[src/rtl/win_cmp_pkg.sv]
package win_cmp_pkg;
  localparam int WC_NUM_CH = 4;
  localparam int WC_RES_W  = 10;
  localparam int WC_CMP_W  = 8;
  localparam int WC_FLAG_W = 2 * WC_NUM_CH;

  typedef struct packed {
    logic [WC_NUM_CH-1:0] loadUpper;
    logic [WC_NUM_CH-1:0] loadLower;
    logic [WC_NUM_CH-1:0] evalCh;
    logic                 clearAll;
  } winCtl_t;
endpackage

[src/rtl/win_cmp_ctrl.sv]
module win_cmp_ctrl
  import win_cmp_pkg::*;
#(
  parameter int NUM_CH = WC_NUM_CH,
  localparam int CH_W = (NUM_CH > 1) ? $clog2(NUM_CH) : 1
) (
  input  logic              clk,
  input  logic              rstN,
  input  logic [NUM_CH-1:0] resultValid,
  input  logic              refWrEn,
  input  logic [CH_W-1:0]   refWrCh,
  input  logic              flagRead,
  output winCtl_t           ctl
);
  logic [NUM_CH-1:0] lowerNext;

  always_comb begin
    ctl.loadUpper = '0;
    ctl.loadLower = '0;
    for (int c = 0; c < NUM_CH; c++) begin
      if (refWrEn && (refWrCh == CH_W'(c))) begin
        ctl.loadUpper[c] = !lowerNext[c];
        ctl.loadLower[c] = lowerNext[c];
      end
    end
    ctl.evalCh   = resultValid;
    ctl.clearAll = flagRead;
  end

  always_ff @(posedge clk or negedge rstN) begin
    if (!rstN) lowerNext <= '0;
    else lowerNext <= lowerNext ^ (ctl.loadUpper | ctl.loadLower);
  end


  one_load_chk: assert property (@(posedge clk) disable iff (!rstN)
    $onehot0({ctl.loadUpper, ctl.loadLower}));


  phase_flip_chk: assert property (@(posedge clk) disable iff (!rstN)
    (refWrEn && !lowerNext[refWrCh]) |=> lowerNext[$past(refWrCh)]);
endmodule

[src/rtl/win_cmp_datapath.sv]
module win_cmp_datapath
  import win_cmp_pkg::*;
#(
  parameter int NUM_CH = WC_NUM_CH,
  parameter int RES_W  = WC_RES_W,
  parameter int CMP_W  = WC_CMP_W,
  localparam int FLAG_W = 2 * NUM_CH
) (
  input  logic                    clk,
  input  logic                    rstN,
  input  winCtl_t                 ctl,
  input  logic [NUM_CH*RES_W-1:0] resultData,
  input  logic [CMP_W-1:0]        refByte,
  output logic [FLAG_W-1:0]       flags,
  output logic                    irqOe
);
  logic [CMP_W-1:0]  upperRef [NUM_CH];
  logic [CMP_W-1:0]  lowerRef [NUM_CH];
  logic [FLAG_W-1:0] newSet;
  logic [FLAG_W-1:0] armMask;

  for (genvar c = 0; c < NUM_CH; c++) begin : g_ch
    logic [CMP_W-1:0] topBits;
    assign topBits = resultData[c*RES_W + RES_W-1 -: CMP_W];
    assign newSet[2*c+1] = ctl.evalCh[c] && (topBits > upperRef[c]);
    assign newSet[2*c]   = ctl.evalCh[c] && (topBits < lowerRef[c]);
    assign armMask[2*c+1] = (upperRef[c] != '0);
    assign armMask[2*c]   = (lowerRef[c] != '0);

    always_ff @(posedge clk or negedge rstN) begin
      if (!rstN) begin
        upperRef[c] <= '0;
        lowerRef[c] <= '0;
      end else begin
        if (ctl.loadUpper[c]) upperRef[c] <= refByte;
        if (ctl.loadLower[c]) lowerRef[c] <= refByte;
      end
    end
  end

  always_ff @(posedge clk or negedge rstN) begin
    if (!rstN) flags <= '0;
    else flags <= (ctl.clearAll ? '0 : flags) | newSet;
  end

  assign irqOe = |(flags & armMask);


  read_clear_chk: assert property (@(posedge clk) disable iff (!rstN)
    (ctl.clearAll && ctl.evalCh == '0) |=> flags == '0);


  sticky_chk: assert property (@(posedge clk) disable iff (!rstN)
    !ctl.clearAll |=> ((flags & $past(flags)) == $past(flags)));


  no_eval_chk: assert property (@(posedge clk) disable iff (!rstN)
    (ctl.evalCh == '0) |=> ((flags & ~$past(flags)) == '0));


  irq_needs_flag_chk: assert property (@(posedge clk) disable iff (!rstN)
    irqOe |-> (flags != '0));
endmodule

[src/rtl/win_cmp_irq.sv]
module win_cmp_irq
  import win_cmp_pkg::*;
#(
  parameter int NUM_CH = WC_NUM_CH,
  parameter int RES_W  = WC_RES_W,
  parameter int CMP_W  = WC_CMP_W,
  localparam int CH_W   = (NUM_CH > 1) ? $clog2(NUM_CH) : 1,
  localparam int FLAG_W = 2 * NUM_CH
) (
  input  logic                    clk,
  input  logic                    rstN,
  input  logic [NUM_CH*RES_W-1:0] resultData,
  input  logic [NUM_CH-1:0]       resultValid,
  input  logic                    refWrEn,
  input  logic [CH_W-1:0]         refWrCh,
  input  logic [CMP_W-1:0]        refWrByte,
  input  logic                    flagRead,
  output logic [FLAG_W-1:0]       flagData,
  output logic                    irqOe
);
  winCtl_t ctl;

  win_cmp_ctrl #(.NUM_CH(NUM_CH)) u_ctrl (
    .clk(clk), .rstN(rstN), .resultValid(resultValid),
    .refWrEn(refWrEn), .refWrCh(refWrCh), .flagRead(flagRead), .ctl(ctl));

  win_cmp_datapath #(.NUM_CH(NUM_CH), .RES_W(RES_W), .CMP_W(CMP_W)) u_dp (
    .clk(clk), .rstN(rstN), .ctl(ctl), .resultData(resultData),
    .refByte(refWrByte), .flags(flagData), .irqOe(irqOe));
endmodule

[config.mk]
export PLATFORM = sky130hd
export DESIGN_NAME = win_cmp_irq
export DESIGN_NICKNAME = d
export VERILOG_FILES = /design/src/rtl/win_cmp_pkg.sv /design/src/rtl/win_cmp_ctrl.sv /design/src/rtl/win_cmp_datapath.sv /design/src/rtl/win_cmp_irq.sv
export SDC_FILE = /design/constraint.sdc
export NUM_CORES = 1
export LEC_CHECK = 0
export ABC_CLOCK_PERIOD_IN_PS = 1800
export BUFFER_PORTS_ARGS = -buffer_cell sky130_fd_sc_hd__buf_4
export CORE_MARGIN = 4
export CORE_UTILIZATION = 37
export CTS_BUF_LIST = sky130_fd_sc_hd__clkbuf_8
export CTS_CLUSTER_SIZE = 14
export DETAILED_ROUTE_END_ITERATION = 16
export PLACE_DENSITY_LB_ADDON = 0.12
export SLEW_MARGIN = 20
export SYNTH_ARGS = -nofsm -noshare
export SYNTH_HDL_FRONTEND = slang
export SYNTH_SLANG_ARGS = --single-unit
export TNS_END_PERCENT = 10
[constraint.sdc]
create_clock -name clk -period 1.8 [get_ports clk]
set_input_delay 0.18 -clock clk [delete_from_list [all_inputs] [get_ports clk]]
set_output_delay 0.18 -clock clk [all_outputs]
set_load 0.01 [all_outputs]
Word level (Yosys, flattened, before mapping) --
Index checks and enable logic that the tools add are counted. Widths: inputs -> output; s select.
Word-level totals: register bits after elaboration 76, bits in latches 0, memory bits (writable) 0, ROM bits 0, input port bits 58, output and inout bits 9, logic and storage cells 60, memories 0
Cells by class: add/subtract/negate cells 0, multipliers 0, divide/modulo/power cells 0, $lt $le $gt $ge 8, equality and inequality tests 3, shift-type cells 0, muxes and demuxes 9, bitwise gates (word level) 4, reduce and logical (&&, ||, !) cells 26
Operators by type and width (number):
- $reduce_bool 8->1 | 8
- $gt 8x8->1 | 4
- $lt 8x8->1 | 4
- $logic_and 1x1->1 | 12
- $and 8x8->8 | 1
- $mux 1 | 8
- $mux 8 | 1
- $or 8x8->8 | 1
- $reduce_or 8->1 | 1
- $eq 2x2->1 const B | 2
- $logic_not 1->1 | 4
- $or 4x4->4 | 1
- $xor 4x4->4 | 1
- $eq 2x1->1 const B | 1
- $logic_not 2->1 | 1

Logic depth before layout (Yosys ltp) --
word-level depth 5, mapped depth 6, gate-level depth less buffers 6

Hierarchy --
From an unflattened synthesis, not the netlist that was laid out.
Second synthesis, totals: cells, all modules 487, area total of the unflattened synthesis 4521.8 um^2
Modules (own cells, without submodules):
- win_cmp_datapath | instances 1, cells an instance 458, area each 4216.5 um^2, sequential area each 1801.7 um^2
- win_cmp_ctrl | instances 1, cells an instance 29, area each 305.3 um^2, sequential area each 100.1 um^2

Worst setup path after synthesis --
Ideal clock, no wire load.
path kind register to register, from register u_dp.upperRef[15] (netlist bit), to register u_dp.flags[5], library setup time 124 ps, arrival time 1245 ps, required time 1676 ps, slack 431 ps, stages on the path, launching flop included 7, cell sequence dfrtp_1 -> inv_1 -> ha_1 -> nand4_1 -> o21ai_1 -> a211oi_1 -> a211o_1
Between the ends: longest elaborated chain between the ends 3
RTL lines:
- from (decl) | line win_cmp_datapath.sv:17 | logic [CMP_W-1:0] upperRef [NUM_CH];
- from (signal, indexed assignment) | line win_cmp_datapath.sv:35 | if (ctl.loadUpper[c]) upperRef[c] <= refByte;
- $gt 8x8->1 | line win_cmp_datapath.sv:25 | assign newSet[2*c+1] = ctl.evalCh[c] && (topBits > upperRef[c]);
- $logic_and 1x1->1 | line win_cmp_datapath.sv:25
- $or 8x8->8 | line win_cmp_datapath.sv:43 | else flags <= (ctl.clearAll ? '0 : flags) | newSet;
- to (signal assigned) | line win_cmp_datapath.sv:43
- to (decl) | line win_cmp_datapath.sv:14 | output logic [FLAG_W-1:0] flags,
Every way passes these cells. A chain may end at the register's enable or synchronous reset.

Worst setup path after layout --
from register u_dp.lowerRef[29] (netlist bit), to output irqOe
Between the ends: longest elaborated chain between the ends 3
RTL lines:
- from (decl) | line win_cmp_datapath.sv:18 | logic [CMP_W-1:0] lowerRef [NUM_CH];
- from (signal, indexed assignment) | line win_cmp_datapath.sv:36 | if (ctl.loadLower[c]) lowerRef[c] <= refByte;
- $reduce_bool 8->1 | line win_cmp_datapath.sv:28 | assign armMask[2*c] = (lowerRef[c] != '0);
- $and 8x8->8 | line win_cmp_datapath.sv:46 | assign irqOe = |(flags & armMask);
- $reduce_or 8->1 | line win_cmp_datapath.sv:46
- to (decl) | line win_cmp_irq.sv:19 | output logic irqOe
Every way passes these cells.

==> flow_metrics.py <==
metrics = {
    "worst_hold_path": {
        "min_path_type": "in -> reg",
    },
    "worst_setup_path": {
        "endpoint_kind": "primary output",
        "cp_max_fo": 2,
        "crit_buf_inv": 1,
        "cp_cell_sequence": "nor4_2, nand2_1, a22oi_2, nand4_1, buf_4",
        "worstPathRequired_ns": 1.62,
        "start_kind": "register",
        "crit_arrival_ns": 1.69,
        "cp_slowest_cell": "dfrtp_1",
        "crit_type": "reg -> out",
        "r2r_slack_ns": 0.24,
        "slowest_delay_ns": 0.39,
        "critPathTopFamily": "simple AND/OR/NAND/NOR gates",
    },
    "timing": {
        "setup_slack_ns": -0.06580,
        "slew_headroom_pct": 66.98,
        "final-setup-viol-count": 1,
        "period_minus_slack_ns": 1.866,
        "rsz0062_at_grt": "true",
        "report.final.slew_viol_count": 0,
        "tightestPinTransition_ns": 0.4954,
        "final.setup.tns_ns": -0.06580,
        "hold_viol_final": 0,
        "fmax_mhz": 536.0,
        "skew_ns": 0.009664,
        "min_period_over_period_pct": 103.7,
    },
    "yosys": {
        "synthArstFlopShare_pct": 100.0,
        "synth_common_cells": "dfrtp_1 (76), inv_1 (73), ha_1 (68)",
        "synthTopCellsByArea": "dfrtp_1 (43%), ha_1 (19%), o21ai_0 (6.6%)",
        "ys_seq_area_share_pct": 42.52,
        "synth_edf_count": 0,
        "ys_warn_count": 0,
        "yosysTopAreaCellShare_pct": 42.52,
        "syn-instance-count": 483,
        "syn_area_sq_um": 4473,
        "synth_ff_type": "dfrtp_1",
        "yosysUniqueCellTypes": 28,
        "syn-num-nets": 609,
        "synth-seq-cells": 76,
        "synth_top_area_cell": "dfrtp_1",
        "synth.most_common_cell": "dfrtp_1",
        "syn_area_per_cell_sq_um": 9.261,
    },
    "finish": {
        "area_growth_pct": 21.90,
        "fin_cells": 697,
        "design_area_sq_um": 5453,
        "n_antenna_cell": 0,
        "nets": 675,
        "layout-drive-gt1-share_pct": 19.86,
        "utilization_pct": 46.95,
        "num-fill-cells": 1107,
    },
    "power": {
        "p_int_mw": 4.833,
        "power.share.combinational_pct": 39.3,
        "clkPwrFrac_pct": 19.7,
        "p_sw_share_pct": 37.48,
        "p_switching_mw": 2.897,
        "power_per_cell_area_nw_per_um2": 1418,
        "leakage_nw": 2.662,
        "ir_worst_vdd_uv": 632.2,
        "pwr-share-seq_pct": 41.0,
    },
    "routing": {
        "drt_iter0_markers": 164,
        "drc": 0,
        "dr_total_vias": 3608,
        "dr.pass1.iters": 4,
        "vias_per_cell": 5.176,
        "postRouteAntennaNets": 0,
        "routed_wl_mm": 11.74,
        "post_drt_wl_per_cell_microns": 16.84,
    },
    "global_route": {
        "grt_start_max_net_pins": 38,
        "grt_pass1_wl_mm": 19.60,
        "grt_pass1_vias": 3810,
        "overflow": 0,
        "antenna_found_initial": 0,
        "gr-usage-all-layers_pct": 17.81,
    },
    "clocking": {
        "path_clk_slew_ns": 0.09,
        "numCtsBuffers": 9,
        "clockBufferDepth": 2,
        "cts_root_buf": "clkbuf_8",
        "cts_setup_buffers": 0,
        "clock_latency_ns": 0.35,
        "htreeDepth": 3,
        "cts_tree": "built",
        "cts_sinks": 76,
    },
    "flow_run": {
        "drv_cap": 0,
    },
    "placement": {
        "dpl_worst_slack_ns": 0.1817,
        "routabilityCongestion": 0.8037,
        "numPortBuffers": 58,
        "dp_cells": 680,
        "dp_hpwl_mm": 9.121,
        "placed_cell_area_sq_um": 5126,
    },
    "status": {
        "violations": "setup timing",
        "outcome": "finished with violations",
    },
    "die": {
        "rows": 39,
        "die_w_microns": 118.0,
        "dieArea_sq_um": 13910,
        "die_y_microns": 118.0,
        "coreArea_sq_um": 11610,
        "start_util_pct": 38.52,
        "io_pins": 67,
    },
}
state kept, by name (all words and copies together) (netlist names):
register	flops
u_dp.flags	8
u_dp.lowerRef	32
u_dp.upperRef	32
u_ctrl.lowerNext	4
layer usage:
| metal | vias up | track usage (%) | share of wire (%) |
|---|---|---|---|
| li1 | 1798 | - | - |
| met1 | 1739 | 24.41 | 49 |
| met2 | 56 | 29.11 | 46 |
| met3 | 15 | 2.739 | 3.2 |
| met4 | 0 | 5.348 | 1.5 |
| met5 | - | 0 | 0 |
cell families after synthesis:
group / share of synthesized area, %
compound gates: 15.86
mux: 2.014
simple gates: 13.20
fa+ha+maj: 19.02
flops: 42.52
buf+inv: 7.384
repair_timing:
| item | in CTS | in global routing |
|---|---|---|
| pin swaps | 6 | 2 |
| hold endpoints to repair | 34 | 0 |
| hold buffers | 1 | 0 |
| endpoints found under the setup margin | 1 | 1 |
| resized for setup | 10 | 4 |
power groups by stage:
stage / Clock [mW] / Combinational, mW / Sequential (mW)
final: 1.53 / 3.04 / 3.17
after global routing: 1.64 / 3.56 / 3.28
after CTS: 1.56 / 3.06 / 3.13
after detailed placement: 0 / 2.99 / 3.10
after global placement: 0 / 2.85 / 3.08
after floorplan: 0 / 2.03 / 2.97
cells in the final DEF (no fill, tap or decap), types with 8 or more instances in the layout:
cell / netlist / layout
nand2_1: 65 / 65
a211oi_1: 8 / 8
dfrtp_1: 76 / 76
inv_1: 73 / 73
nand4_1: 9 / 9
o21ai_0: 59 / 59
a21o_1: 8 / 8
nor4_2: 0 / 10
mux2_2: 8 / 8
clkbuf_8: 0 / 12
ha_1: 68 / 68
nand2b_1: 8 / 8
buf_4: 0 / 68
a21oi_1: 20 / 19
per-stage QoR:
stage	power, mW	hold slack, ns
2_1_floorplan	5.004	-0.1156
3_3_place_gp	5.921	0.1860
3_5_place_dp	6.088	0.1851
4_1_cts	7.758	0.1459
5_1_grt	8.481	0.1526
6_report	7.730	0.1519
worst paths after layout:
| path | from | endpoint | cells after the start |
|---|---|---|---|
| max | u_dp.lowerRef[29] | irqOe | 5 |
| min | refWrByte[0] | u_dp.lowerRef[24] | 2 |
| max reg2reg | u_dp.upperRef[15] | u_dp.flags[5] | 6 |
| min reg2reg | u_dp.flags[3] | u_dp.flags[3] | 1 |
| max in group asynchronous | rstN | u_dp.lowerRef[29] | 3 |
| min in group asynchronous | rstN | u_dp.lowerRef[19] | 2 |
area by class of cell:
class                   count  area (sq um)  share of cell area (%)
multi-input cells         319          2322                   42.59
flip-flops and latches     76          1902                   34.88
repair buffers             70         540.5                   9.913
inverters                  73         274.0                   5.025
well taps                 143         178.9                   3.281
clock buffers              12         165.2                   3.029
clock inverters             4         70.07                   1.285
worst reg2reg max path: cells and delay by family, from the launching register on:
kind	cells	cell delay (ns)
AO/OA/AOI/OAI	3	0.57
flip-flops	1	0.37
adder cells (fa/ha/maj)	1	0.31
AND/OR/NAND/NOR	1	0.14
buffers and inverters	1	0.07
Power figures use the tool's default switching activity.
